==> src/rtl/irq_claim_pkg.sv <==
package irq_claim_pkg;

    typedef enum logic [1:0] {
        PRIV_USER    = 2'd0,
        PRIV_SUPER   = 2'd1,
        PRIV_HYPER   = 2'd2,
        PRIV_MACHINE = 2'd3
    } priv_mode_e;

    typedef enum logic [1:0] {
        RSP_IDLE = 2'd0,
        RSP_HIT  = 2'd1,
        RSP_MISS = 2'd2
    } rsp_state_e;

endpackage

==> src/rtl/irq_prio_mask.sv <==
// Per-context qualification mask: enable bit set and priority above threshold.
module irq_prio_mask #(
    parameter int NSRC   = 40,
    parameter int PRIO_W = 3
) (
    input  logic [NSRC*PRIO_W-1:0] src_prio,
    input  logic [PRIO_W-1:0]      thresh,
    input  logic [NSRC-1:0]        enable_bits,
    output logic [NSRC-1:0]        mask
);

    for (genvar n = 0; n < NSRC; n++) begin : g_src
        assign mask[n] = enable_bits[n] && (src_prio[n*PRIO_W +: PRIO_W] > thresh);
    end

endmodule

==> src/rtl/irq_first_pick.sv <==
// Lowest-index selector over a candidate vector.
module irq_first_pick #(
    parameter int N   = 40,
    parameter int IDW = $clog2(N)
) (
    input  logic [N-1:0]   cand,
    output logic           found,
    output logic [N-1:0]   onehot,
    output logic [IDW-1:0] id
);

    always_comb begin
        id = '0;
        for (int i = N - 1; i >= 0; i--) begin
            if (cand[i]) begin
                id = IDW'(i);
            end
        end
    end

    assign onehot = cand & (~cand + N'(1));
    assign found  = |cand;

endmodule

==> src/rtl/irq_claim_port.sv <==
// Response state machine for one context's claim requests.
module irq_claim_port
    import irq_claim_pkg::*;
#(
    parameter int IDW = 6
) (
    input  logic           clk,
    input  logic           rst_n,
    input  logic           req,
    input  logic           found,
    input  logic [IDW-1:0] pick_id,
    output logic           ack,
    output logic           hit,
    output logic [IDW-1:0] id
);

    rsp_state_e     state_q, state_d;
    logic [IDW-1:0] id_q;

    always_comb begin
        state_d = RSP_IDLE;
        unique case (state_q)
            RSP_IDLE, RSP_HIT, RSP_MISS: begin
                if (req && found) begin
                    state_d = RSP_HIT;
                end else if (req) begin
                    state_d = RSP_MISS;
                end else begin
                    state_d = RSP_IDLE;
                end
            end
            default: state_d = RSP_IDLE;
        endcase
    end

    always_ff @(posedge clk or negedge rst_n) begin
        if (!rst_n) begin
            state_q <= RSP_IDLE;
            id_q    <= '0;
        end else begin
            state_q <= state_d;
            if (req && found) begin
                id_q <= pick_id;
            end
        end
    end

    always_comb begin
        ack = 1'b0;
        hit = 1'b0;
        id  = '0;
        unique case (state_q)
            RSP_IDLE: ;
            RSP_HIT: begin
                ack = 1'b1;
                hit = 1'b1;
                id  = id_q;
            end
            RSP_MISS: ack = 1'b1;
            default: ;
        endcase
    end

    // a response appears only in the cycle after a request
    p_ack_after_req_r5: assert property (@(posedge clk) disable iff (!rst_n)
        ack |-> $past(req));

    // a granted ID is never the reserved source 0
    p_hit_id_nonzero_r5: assert property (@(posedge clk) disable iff (!rst_n)
        hit |-> (id != '0));

    // a miss reports ID 0
    p_miss_id_zero_r7: assert property (@(posedge clk) disable iff (!rst_n)
        (ack && !hit) |-> (id == '0));

endmodule

==> src/rtl/irq_claim_engine.sv <==
module irq_claim_engine
    import irq_claim_pkg::*;
#(
    parameter int NSRC   = 40,
    parameter int NCTX   = 3,
    parameter int PRIO_W = 3,
    localparam int NWORDS = (NSRC + 31) / 32,
    localparam int EW     = NWORDS * 32,
    localparam int IDW    = $clog2(NSRC)
) (
    input  logic                   clk,
    input  logic                   rst_n,
    input  logic [NSRC-1:0]        src_level,
    input  logic [NSRC*PRIO_W-1:0] src_prio,
    input  logic [NCTX*EW-1:0]     ctx_enable,
    input  logic [NCTX*PRIO_W-1:0] ctx_thresh,
    input  logic [NCTX*2-1:0]      ctx_mode,
    input  logic [NCTX-1:0]        claim_req,
    input  logic [NCTX-1:0]        complete_req,
    input  logic [NCTX*IDW-1:0]    complete_id,
    output logic [NCTX-1:0]        claim_ack,
    output logic [NCTX-1:0]        claim_hit,
    output logic [NCTX*IDW-1:0]    claim_id,
    output logic [NCTX-1:0]        notify,
    output logic [NCTX-1:0]        meip,
    output logic [NCTX-1:0]        seip
);

    localparam logic [NSRC-1:0] SRC0_OFF = ~NSRC'(1);

    logic [NSRC-1:0] pend_q, claimed_q, base;
    logic [NSRC-1:0] qual     [NCTX];
    logic [NSRC-1:0] avail    [NCTX];
    logic [NSRC-1:0] cand     [NCTX];
    logic [NSRC-1:0] pick_oh  [NCTX];
    logic [NSRC-1:0] grant    [NCTX];
    logic [NSRC-1:0] done_msk [NCTX];
    logic [IDW-1:0]  pick_id  [NCTX];
    logic [NCTX-1:0] found;
    logic [NSRC-1:0] grant_all, done_all;

    assign base     = pend_q & ~claimed_q;
    assign avail[0] = base;

    for (genvar c = 0; c < NCTX; c++) begin : g_ctx
        logic [IDW-1:0] cid;
        priv_mode_e     mode;

        irq_prio_mask #(.NSRC(NSRC), .PRIO_W(PRIO_W)) u_mask (
            .src_prio    (src_prio),
            .thresh      (ctx_thresh[c*PRIO_W +: PRIO_W]),
            .enable_bits (ctx_enable[c*EW +: NSRC]),
            .mask        (qual[c])
        );

        assign notify[c] = |(base & qual[c]);
        assign cand[c]   = avail[c] & qual[c];

        irq_first_pick #(.N(NSRC), .IDW(IDW)) u_pick (
            .cand   (cand[c]),
            .found  (found[c]),
            .onehot (pick_oh[c]),
            .id     (pick_id[c])
        );

        assign grant[c] = claim_req[c] ? pick_oh[c] : '0;

        if (c + 1 < NCTX) begin : g_chain
            assign avail[c+1] = avail[c] & ~grant[c];
        end

        assign cid = complete_id[c*IDW +: IDW];
        assign done_msk[c] = (complete_req[c] && (cid != '0) && (int'(cid) < NSRC))
                             ? (NSRC'(1) << cid) : '0;

        assign mode    = priv_mode_e'(ctx_mode[c*2 +: 2]);
        assign meip[c] = notify[c] && (mode == PRIV_MACHINE);
        assign seip[c] = notify[c] && (mode == PRIV_SUPER);

        irq_claim_port #(.IDW(IDW)) u_port (
            .clk     (clk),
            .rst_n   (rst_n),
            .req     (claim_req[c]),
            .found   (found[c]),
            .pick_id (pick_id[c]),
            .ack     (claim_ack[c]),
            .hit     (claim_hit[c]),
            .id      (claim_id[c*IDW +: IDW])
        );

        // at most one source granted per context per cycle
        p_grant_onehot_r5: assert property (@(posedge clk) disable iff (!rst_n)
            $onehot0(grant[c]));

        if (c > 0) begin : g_disjoint
            // neighbouring contexts never receive the same source
            p_grants_disjoint_r9: assert property (@(posedge clk) disable iff (!rst_n)
                (grant[c] & grant[c-1]) == '0);
        end

        // a context never drives both external interrupt lines
        p_route_single_r10: assert property (@(posedge clk) disable iff (!rst_n)
            !(meip[c] && seip[c]));
    end

    always_comb begin
        grant_all = '0;
        done_all  = '0;
        for (int c = 0; c < NCTX; c++) begin
            grant_all = grant_all | grant[c];
            done_all  = done_all | done_msk[c];
        end
    end

    always_ff @(posedge clk or negedge rst_n) begin
        if (!rst_n) begin
            pend_q    <= '0;
            claimed_q <= '0;
        end else begin
            pend_q    <= src_level & ~grant_all & SRC0_OFF;
            claimed_q <= (claimed_q & ~done_all) | grant_all;
        end
    end

    // every granted source is marked claimed at the next cycle
    p_claimed_after_grant_r6: assert property (@(posedge clk) disable iff (!rst_n)
        (grant_all != '0) |=> ((claimed_q & $past(grant_all)) == $past(grant_all)));

    // a claim by context 0 while it is notified always finds a source
    p_notify_found_r4: assert property (@(posedge clk) disable iff (!rst_n)
        (claim_req[0] && notify[0]) |-> found[0]);

    // the reserved source never becomes pending
    p_src0_idle_r2: assert property (@(posedge clk) disable iff (!rst_n)
        !pend_q[0]);

endmodule

==> config.mk <==
export PLATFORM = sky130hd
export DESIGN_NAME = irq_claim_engine
export DESIGN_NICKNAME = d
export VERILOG_FILES = /design/src/rtl/irq_claim_pkg.sv /design/src/rtl/irq_prio_mask.sv /design/src/rtl/irq_first_pick.sv /design/src/rtl/irq_claim_port.sv /design/src/rtl/irq_claim_engine.sv
export SDC_FILE = /design/constraint.sdc
export NUM_CORES = 1
export LEC_CHECK = 0
export BUFFER_PORTS_ARGS = -buffer_cell sky130_fd_sc_hd__buf_2
export CORE_ASPECT_RATIO = 0.7
export CORE_MARGIN = 4
export CORE_UTILIZATION = 56
export DETAILED_ROUTE_END_ITERATION = 10
export GPL_ROUTABILITY_DRIVEN = 1
export MAX_ROUTING_LAYER = met4
export PLACE_DENSITY = 0.81
export SLEW_MARGIN = 20
export SYNTH_ARGS = -nofsm -noshare
export SYNTH_HDL_FRONTEND = slang
export SYNTH_SLANG_ARGS = --single-unit
export TNS_END_PERCENT = 1
==> constraint.sdc <==
create_clock -name clk -period 6.5 [get_ports clk]
set_clock_uncertainty 0.2 [all_clocks]
set_input_delay 0.975 -clock clk [delete_from_list [all_inputs] [get_ports clk]]
set_output_delay 0.975 -clock clk [all_outputs]
set_load 0.05 [all_outputs]
Yosys cells after proc, flatten, opt, wreduce, memory -nomap -nowiden
Cells that the tools add are included.
Widths: inputs -> output; s select.
{"block": "word_totals", "elab_cells": 471, "mem_count": 0, "out_inout_bits": 33, "mem_bits_ro": 0, "input_bits": 393, "register_bits": 103, "latch_bits": 0, "ramBits": 0}
{"block": "op_classes", "mux": 144, "addsub": 3, "bitwise": 26, "mul": 0, "n_shift": 3, "eq_ne": 12, "reduce_logical": 152, "magnitude_cmp": 123, "div": 0}
{"op": "$mux 6", "count": 123}
{"op": "$and 40x40->40", "count": 13}
{"op": "$gt 3x3->1", "count": 120}
{"op": "$not 40->40", "count": 8}
{"op": "$mux 40", "count": 6}
{"op": "$or 40x40->40", "count": 5}
{"op": "$reduce_or 40->1", "count": 5}
{"op": "$logic_and 1x1->1", "count": 135}
{"op": "$add 40x1->40 const B", "count": 3}
{"op": "$shl 1x6->40 const A", "count": 3}
{"op": "$lt 6x6->1 const B", "count": 3}
{"op": "$mux 2", "count": 9}
{"op": "$reduce_bool 6->1", "count": 3}
{"op": "$eq 2x1->1 const B", "count": 6}
{"op": "$eq 2x2->1 const B", "count": 6}
{"op": "$reduce_or 3->1", "count": 3}
{"op": "$logic_not 2->1", "count": 3}
{"op": "$mux 1", "count": 6}
{"op": "$reduce_or 2->1", "count": 3}

Depth between registers and ports, before layout
Gate-level depths: netlist of the first run.
{"block": "logic_depth", "ltp_word": 57, "depth_mapped": 19, "mapped_depth_nobuf": 15}

By module
From an unflattened synthesis of the first run, not the netlist that was laid out.
{"block": "unflattened", "hier_cells": 2331, "area_unflattened_um2": 19532.5}
{"mod": "irq_prio_mask (g_ctx[0].u_mask ...)", "seq_area_each_um2": 0.0, "area_per_inst_um2": 3195.6, "cells_each": 362, "n_inst": 2}
{"mod": "irq_claim_engine", "seq_area_each_um2": 1951.9, "area_per_inst_um2": 6133.4, "cells_each": 729, "n_inst": 1}
{"mod": "irq_prio_mask (g_ctx[2].u_mask)", "seq_area_each_um2": 0.0, "area_per_inst_um2": 3070.4, "cells_each": 362, "n_inst": 1}
{"mod": "irq_first_pick", "seq_area_each_um2": 0.0, "area_per_inst_um2": 910.9, "cells_each": 144, "n_inst": 3}
{"mod": "irq_claim_port", "seq_area_each_um2": 200.2, "area_per_inst_um2": 401.6, "cells_each": 28, "n_inst": 3}

Worst setup path before layout of the first run
Ideal clock, no wire load.
{"block": "synth_timing", "kind": "input port to flip-flop", "start": "input port ctx_thresh[2]", "end": "register g_ctx[2].u_port.id_q[2]", "path_slack_ns": -0.143, "required_time_ns": 6.179, "setup_time_ns": 0.121, "path_buffers": 3, "arrival_time_ns": 6.322, "stages": 18, "path_cell_list": "inv_1 -> ha_1 -> a21oi_2 -> a211oi_1 -> a2111o_1 -> buf_6 -> nor4_4 -> a31oi_2 -> or4_1 -> buf_6 -> or4_4 -> buf_6 -> o311ai_4 -> and4b_4 -> nand4_4 -> or3_4 -> and3_1 -> a22o_1"}
{"block": "synth_between", "elab_chain_len": 57, "elab_cells_between_ends": 137, "classes_between": "add/sub: 2; order compare: 40; mux: 42; bitwise: 11; reduce/logical: 42"}
{"element": "from (decl)", "line": "irq_claim_engine.sv:16", "text": "input logic [NCTX*PRIO_W-1:0] ctx_thresh,"}
{"element": "$gt 3x3->1", "line": "irq_prio_mask.sv:13", "text": "assign mask[n] = enable_bits[n] && (src_prio[n*PRIO_W +: PRIO_W] > thresh);"}
{"element": "$logic_and 1x1->1", "line": "irq_prio_mask.sv:13"}
{"element": "$and 40x40->40 (*)", "line": "irq_claim_engine.sv:57", "text": "assign cand[c] = avail[c] & qual[c];"}
{"element": "$not 40->40", "line": "irq_first_pick.sv:21", "text": "assign onehot = cand & (~cand + N'(1));"}
{"element": "$add 40x1->40", "line": "irq_first_pick.sv:21"}
{"element": "$and 40x40->40 (*)", "line": "irq_first_pick.sv:21"}
{"element": "$mux 40 (*)", "line": "irq_claim_engine.sv:66", "text": "assign grant[c] = claim_req[c] ? pick_oh[c] : '0;"}
{"element": "$not 40->40 (*)", "line": "irq_claim_engine.sv:69", "text": "assign avail[c+1] = avail[c] & ~grant[c];"}
{"element": "[... 2 more ...]"}
{"element": "$not 40->40", "line": "irq_first_pick.sv:21"}
{"element": "$add 40x1->40", "line": "irq_first_pick.sv:21"}
{"element": "$and 40x40->40", "line": "irq_first_pick.sv:21"}
{"element": "$mux 40", "line": "irq_claim_engine.sv:66"}
{"element": "$not 40->40", "line": "irq_claim_engine.sv:69"}
{"element": "$and 40x40->40 (*)", "line": "irq_claim_engine.sv:69"}
{"element": "$and 40x40->40 (*)", "line": "irq_claim_engine.sv:57"}
{"element": "$mux 6 (40 in a row)", "line": "irq_first_pick.sv:15", "text": "if (cand[i]) begin"}
{"element": "to (signal assigned)", "line": "irq_claim_port.sv:43", "text": "id_q <= pick_id;"}
{"element": "to (decl)", "line": "irq_claim_port.sv:18", "text": "logic [IDW-1:0] id_q;"}
Every way passes the cells marked *; elsewhere a longest branch is shown, timed or not.
A chain may end at the register's enable or synchronous reset.

Final worst setup path of the first run
{"block": "layout_timing", "start": "input port ctx_thresh[1]", "end": "register g_ctx[2].u_port.id_q[2]"}
The elaborated chain is that of the path after synthesis.

==> results of run 1 <==
layout make-up:
type,count,area (µm²),share of cell area
repair buffers,540,3220,0.152
diodes,8,20.0,0.000945
flip-flops and latches,102,2550,0.121
clock buffers,9,225,0.0106
multi-input cells,1904,14100,0.665
clock inverters,7,88.8,0.00420
inverters,126,480,0.0227
well taps,412,515,0.0243
critical path, stage by stage:
cell and delay, ps:
buf_2 100, clkinvlp_4 200, buf_4 350, ha_1 370, nand3_1 80, and3_1 230, o2bb2ai_1 320, nor4_4 340
buf_4 260, a31oi_2 120, or4_1 660, or4b_4 640, o41ai_4 410, o21ai_1 120, nand3b_2 310, o311a_1 430
o31ai_1 320, a22o_1 180
cell families (layout without fill, tap and decap cells):
family	count (synthesis)	after routing	synth area share
muxes	2	2	0.00116
adders and majority gates	357	357	0.260
other	0	8	0
buffers and inverters	163	682	0.0385
AOI/OAI and AO/OA	601	601	0.253
DFF	102	102	0.148
and+or+nand+nor	944	944	0.299
metal layers:
metal / share of wire / global-route usage
met5: 0 / -
met4: 0.050 / 0.190
met3: 0.14 / 0.131
met2: 0.41 / 0.683
met1: 0.40 / 0.613
power by group:
| part | total [W] | internal (W) | switching, W |
|---|---|---|---|
| Combinational | 0.00321 | 0.00115 | 0.00206 |
| Clock | 0.000604 | 0.000278 | 0.000325 |
| Sequential | 0.00101 | 0.000838 | 0.000173 |
| Total | 0.00483 | 0.00227 | 0.00256 |
registers in the layout, summed over array words and instances, names as in the netlist:
| name | flops |
|---|---|
| pend_q | 39 |
| claimed_q | 39 |
| g_ctx.u_port.state_q | 6 |
| g_ctx.u_port.id_q | 18 |
per-stage QoR:
stage                     setup WS [ps]  TNS (ps)  std cells  hold WS [ps]  power [W]
after floorplan                    3.59         0       2169           231    0.00271
after global placement            -15.3     -19.5       3084           252    0.00396
final                               208         0       3108           280    0.00483
after global routing               7.12         0       3105           310    0.00502
after detailed placement           -180      -424       3084           262    0.00406
after CTS                           192         0       3100           280    0.00466
path summary, 6_finish.rpt:
check                                                     from                              endpoint  slack [ps]  cells after the start
min in group asynchronous                                rst_n  g_ctx[1].u_port.state_q[1]$_DFF_PN0_         470                      1
setup / recovery                                 ctx_thresh[1]   g_ctx[2].u_port.id_q[2]$_DFFE_PN0P_         210                     18
setup reg to reg                           pend_q[3]$_DFF_PN0_   g_ctx[2].u_port.id_q[2]$_DFFE_PN0P_        1070                     13
hold reg to reg            g_ctx[2].u_port.id_q[4]$_DFFE_PN0P_   g_ctx[2].u_port.id_q[4]$_DFFE_PN0P_         280                      2
max in group asynchronous                                rst_n   g_ctx[1].u_port.id_q[3]$_DFFE_PN0P_        4400                      2
hold / removal             g_ctx[2].u_port.id_q[4]$_DFFE_PN0P_   g_ctx[2].u_port.id_q[4]$_DFFE_PN0P_         280                      2
cells in the final DEF (no fill, tap or decap), types with 67 or more instances in the layout:
cell type / synthesis / routed
ha_1: 357 / 354
buf_2: 2 / 345
nand2_1: 233 / 233
buf_4: 7 / 193
nand3_1: 169 / 169
inv_1: 126 / 124
a21oi_1: 115 / 115
nor2b_1: 107 / 107
dfrtp_1: 102 / 102
nor2_1: 75 / 75
o21ai_0: 67 / 67
==> results.md, run 1 <==
- H-tree depth: 3
- Worst endpoint required time: roughly 6600 ps
- Worst Hold Class: flop to flop
- Placed instance area: approximately 0.021 mm²
- Sink Count: approximately 100
- Post-synth top area cell: ha_1
- Leak: 10.4 nW
- Port Buf Inserts: 346
- Synth Area per Inst: a little under 8 µm²
- Post-route ant nets: 0
- FILL cells: between 2000 and 2500
- Fraction of layout cells with a size suffix above 1: 0.233
- Slew @ Worst Pin: approximately 1200 ps
- Cell Pwr Density: 228 mW/mm²
- First-pass GRT wire length: approximately 120000 µm
- Yosys top cell area share: 0.260
- Clk buf depth: 2
- RSZ-0062 raised after global routing: no
- Largest net degree at the start of global routing: 57
- CTS tree: yes
- Synth warn: 0
- Synth cell types: just over 90
- Total CTS buffers: 9
- Clock Latency Late Sink: between 300 and 400 ps
- Final Instance Area: 0.0212 mm²
- Setup Crit Path Kind: input pin to flop
- Worst EP arrival: roughly 6400 ps
- Final nets: about 3400
- Max Slew Vio Count: 0
- Core Area: about 0.03 mm²
- Period utilisation layout: 0.968
- HPWL Detailed: 68300 µm
- Residual overflow from global routing: 0
- Post-cts sizing count: 0
- Peak Freq: between 150 and 200 MHz
- Area grow syn2layout: 23.1%
- Clock Pin Slew Worst Setup and Hold Paths: around 90 ps
- Type of origin of the critical path: input pin
- # rows: 53
- Number of synthesized flops with an enable pin: 0
- Initial antenna violation count: 5
- Global placement routability congestion: between 1 and 1.5
- FF+latch count, synth: a little over 100
- Final critical-path required period: approximately 6300 ps
- Maximum vdd drop: 167 µV
- Chip width: between 200 and 250 µm
- Critical Path Fanout Max: 30
- DR WL/cell: roughly 26 µm
- Fin. Hold Viols: 0
- DR iter-0 viols: approximately 2700
- Worst rel slew slack: 0.227
- Hold buffer count at CTS: 0
- Async S/R FF share, synth: 1.00
- Initial Utilization: 0.570
- Via Count: between 20000 and 25000
- Setup Fix Bufs, Post-CTS: 0
- Count leader, synth: ha_1
- Mapped Area: roughly 0.017 mm²
- Synth cell count leaders: ha_1 (357), nand2_1 (233), nand3_1 (169), inv_1 (126), a21oi_1 (115)
- Fin util: 0.702
- Max-cap check violation count: 0
- Drt drc: 0
- Total Routing Usage GR: 0.468
- I/O pins: about 430
- Die area: approximately 0.034 mm²
- Final setup vio count: 0
- Vias in the first global route: between 20000 and 25000
- Outcome: finished, final reports clean
- Worst Setup End Kind: flop
- Post-Synthesis Net Count: roughly 2900
- DRT Pass-1 Iters: 7
- Largest cells by area after synthesis: ha_1 (26%), dfrtp_1 (15%), nand2_1 (5.1%), nand3_1 (4.9%), nor2b_1 (3.9%)
- Sequential area share after synthesis: 0.148
- Die Y: roughly 150 µm
- Ys flop type: dfrtp_1
- DRT Wirelength: between 80000 and 90000 µm
- Root Buffer: clkbuf_16
- Gate Count Post-Synth: ~2200
- Vias per std cell: between 6 and 7
Power figures use the tool's default switching activity.
==> inputs of run 2 (changes only) <==
--- a/config.mk
+++ b/config.mk
@@ -5,14 +5,15 @@
 export SDC_FILE = /design/constraint.sdc
 export NUM_CORES = 1
 export LEC_CHECK = 0
+export ABC_AREA = 1
 export BUFFER_PORTS_ARGS = -buffer_cell sky130_fd_sc_hd__buf_2
-export CORE_ASPECT_RATIO = 0.7
+export CORE_ASPECT_RATIO = 0.5
 export CORE_MARGIN = 4
-export CORE_UTILIZATION = 56
+export CORE_UTILIZATION = 57
 export DETAILED_ROUTE_END_ITERATION = 10
 export GPL_ROUTABILITY_DRIVEN = 1
 export MAX_ROUTING_LAYER = met4
-export PLACE_DENSITY = 0.81
+export PLACE_DENSITY = 0.82
 export SLEW_MARGIN = 20
 export SYNTH_ARGS = -nofsm -noshare
 export SYNTH_HDL_FRONTEND = slang
==> results.md, run 2 <==
- Outcome: finished, final reports clean
- Adder-cell area share of the yosys netlist: 0.253 (-0.00662)
- Port Buf Inserts: 346 (unchanged)
- Maximum vdd drop: 153 µV (-8.2%)
- Setup TNS: 0 ps (unchanged)
- Number of synthesized flops with an enable pin: 0 (unchanged)
- Final nets: 3894 (+13%)
- DRT Wirelength: 79000 µm (-1.6%)
- Fin. Hold Viols: 0 (unchanged)
- Cell Pwr Density: 229 mW/mm² (+0.39%)
- Most used cell, CP: nand2_1
- Count leader, synth: nand2_1
- Critical Path Fanout Max: 20 (-33%)
- Hold Path Stages: 2 (unchanged)
- Max Slew Vio Count: 0 (unchanged)
- Clock Latency Late Sink: 400 ps (+20 ps)
- FF+latch count, synth: 102 (unchanged)
- CTS tree: yes
- Worst Reg-to-Reg Cells: 28 (+15)
- Core Area: 0.0304 mm² (+0.77%)
- Worst rel slew slack: 0.285 (+0.0572)
- Mux share of post-synthesis cell area: 0 (-0.00116)
- Initial antenna violation count: 3 (-2)
- FILL cells: 2785 (+14%)
- Sink Count: 102 (unchanged)
- Most frequent cells in the layout: nand2_1 (577), inv_1 (429), ha_1 (357)
- Combinational family with the most area after synthesis: simple AND/OR/NAND/NOR gates
- Gate Count Post-Synth: 2750 (+27%)
- Simple-gate area share of the yosys netlist: 0.361 (+0.0620)
- Root Buffer: clkbuf_16
- Leak: 12.3 nW (+18%)
- Worst EP arrival: 6430 ps (+20 ps)
- First-pass GRT wire length: 116000 µm (-2.7%)
- Vias in the first global route: 20207 (-2.0%)
- H-tree depth: 3 (unchanged)
- Total Routing Usage GR: 0.456 (-0.0124)
- Slowest CP cell: o41ai_1
- Type of origin of the critical path: input pin
- Max-cap check violation count: 0 (unchanged)
- Post-synth top area cell: ha_1
- Reg2reg end: claimed_q[34]$_DFF_PN0_
- Synth cell types: 56 (-40%)
- Setup Crit Path Kind: input pin to flop
- Min-Delay Endpoint: g_ctx[0].u_port.id_q[3]$_DFFE_PN0P_
- Initial Utilization: 0.581 (+0.0105)
- Final setup vio count: 0 (unchanged)
- Chip width: 257 µm (+18%)
- Hold Startpoint: g_ctx[0].u_port.id_q[3]$_DFFE_PN0P_
- Clock Pin Slew Worst Setup and Hold Paths: 80 ps (about the same)
- Mapped Area: 0.0177 mm² (+2.6%)
- Setup Fix Bufs, Post-CTS: 0 (unchanged)
- DR iter-0 viols: 2924 (+7.3%)
- Largest cells by area after synthesis: ha_1 (25%), dfrtp_1 (14%), nand2_1 (12%), inv_1 (9.1%), nor2_1 (7.4%)
- Fraction of layout cells with a size suffix above 1: 0.164 (-0.0688)
- Post-route ant nets: 0 (unchanged)
- Via Count: 22072 (+3.6%)
- DRT Pass-1 Iters: 7 (unchanged)
- Period utilisation layout: 0.969 (about the same)
- Async S/R FF share, synth: 1.00 (unchanged)
- Drt drc: 0 (unchanged)
- Post-synthesis xor/xnor area fraction: 0 (unchanged)
- Post-synthesis compound-gate area fraction: 0.142 (-0.111)
- Total CTS buffers: 9 (unchanged)
- Final critical-path required period: 6300 ps (+6.01 ps)
- Hold buffer count at CTS: 0 (unchanged)
- Worst endpoint required time: 6640 ps (+30 ps)
- Post-Synthesis Net Count: 3500 (+20%)
- Synth cell count leaders: nand2_1 (577), inv_1 (429), ha_1 (357), nor2_1 (347), nand3_1 (231)
- R2R setup slack: 1250 ps (+180 ps)
- Die area: 0.0340 mm² (+1.2%)
- Yosys top cell area share: 0.253 (-0.00662)
- DR WL/cell: 22.3 µm (-14%)
- Area grow syn2layout: 16.5%
- Most common cell after layout, fill and taps aside: nand2_1
- Synth warn: 0 (unchanged)
- RSZ-0062 raised after global routing: no
- Die Y: 132 µm (-14%)
- # rows: 45 (-15%)
- Sequential area share after synthesis: 0.145 (-0.00379)
- I/O pins: 426 (unchanged)
- Ys flop type: dfrtp_1
- Worst Setup End Kind: flop
- Peak Freq: 159 MHz (about the same)
- Synth Area per Inst: 6.42 µm² (-19%)
- Largest net degree at the start of global routing: 67 (+18%)
- Final Instance Area: 0.0206 mm² (-2.9%)
- Global placement routability congestion: 1.11 (+0.18%)
- Vias per std cell: 6.22 (-9.3%)
- Reg2reg start: claimed_q[5]$_DFF_PN0_
- HPWL Detailed: 67800 µm (-0.71%)
- Slew @ Worst Pin: 1060 ps (-94.5 ps)
- CP peak stage delay: 560 ps (-100 ps)
- Clk buf depth: 2 (unchanged)
- Residual overflow from global routing: 0 (unchanged)
- Worst Hold Class: flop to flop
- Final std cells w/o fill: 3550 (+14%)
- Largest regs: claimed_q (39), pend_q (39), g_ctx.u_port.id_q (18)
- Placed instance area: 0.0203 mm² (-2.6%)
- DP Cell Count: 3532 (+15%)
run 2: cell count changes in the layout (fill, tap and decap cells not counted), sizes merged, moves of 68 or more:
cell   previous run  this run
buf             540       405
inv             126       434
nor2             75       372
nand3           169       237
nand2           233       610
nor2b           107         0
run 2: layout make-up:
cell class | count | area, µm² | area share
sequential | 102 | 2550 | 0.124
inverter | 435 | 1630 | 0.0795
multi-input combinational | 2191 | 13300 | 0.649
timing repair buffer | 405 | 2230 | 0.108
antenna | 2 | 5.00 | 0.000243
clock inverter | 6 | 55.1 | 0.00268
tap | 399 | 499 | 0.0243
clock buffer | 10 | 239 | 0.0116
run 2: metrics by stage:
stage	setup slack [ps]	power [W]	util	hold WS [ps]
final	202	0.00471	0.676	291
after CTS	613	0.00457	0.676	292
after global routing	10.9	0.00497	0.676	311
after detailed placement	221	0.00399	0.666	274
after floorplan	1040	0.00296	-	249
after global placement	292	0.00390	0.666	269
run 2: worst max path at each step:
stage | startpoint | slack [ps] | cells past startpoint | end
after detailed placement | ctx_thresh[2] | 220 | 48 | g_ctx[2].u_port.id_q[0]$_DFFE_PN0P_
after global routing | ctx_thresh[0] | 10 | 48 | g_ctx[2].u_port.id_q[0]$_DFFE_PN0P_
final | ctx_thresh[2] | 200 | 32 | claimed_q[34]$_DFF_PN0_
after CTS | ctx_thresh[2] | 610 | 48 | g_ctx[2].u_port.id_q[0]$_DFFE_PN0P_
after global placement | ctx_thresh[0] | 290 | 47 | g_ctx[2].u_port.id_q[0]$_DFFE_PN0P_
after floorplan | ctx_thresh[2] | 1040 | 49 | g_ctx[2].u_port.id_q[0]$_DFFE_PN0P_
run 2: metal layers:
metal | track usage | share of wire
met4 | 0.139 | 0.034
met1 | 0.625 | 0.41
met3 | 0.175 | 0.17
met5 | - | 0
met2 | 0.616 | 0.39
run 2: critical path: cells and delay by family:
family / cells / cell delay (ps)
buf+inv: 11 / 1730
fa+ha+maj: 1 / 280
simple gates: 16 / 2110
compound gates: 4 / 1280
run 2: repair_timing:
action	4_1_cts	5_1_grt
resized for setup	0	1
hold endpoints to repair	0	0
endpoints found under the setup margin	0	1
run 2: power by group:
part | internal, W | switching (W) | total (W)
Clock | 0.000277 | 0.000313 | 0.000590
Combinational | 0.000976 | 0.00214 | 0.00312
Sequential | 0.000841 | 0.000159 | 0.00100
run 2: logic make-up after synthesis:
| kind of cell | Yosys count |
|---|---|
| compound gates | 407 |
| simple gates | 1427 |
| flops | 102 |
| fa+ha+maj | 357 |
| buf+inv | 457 |
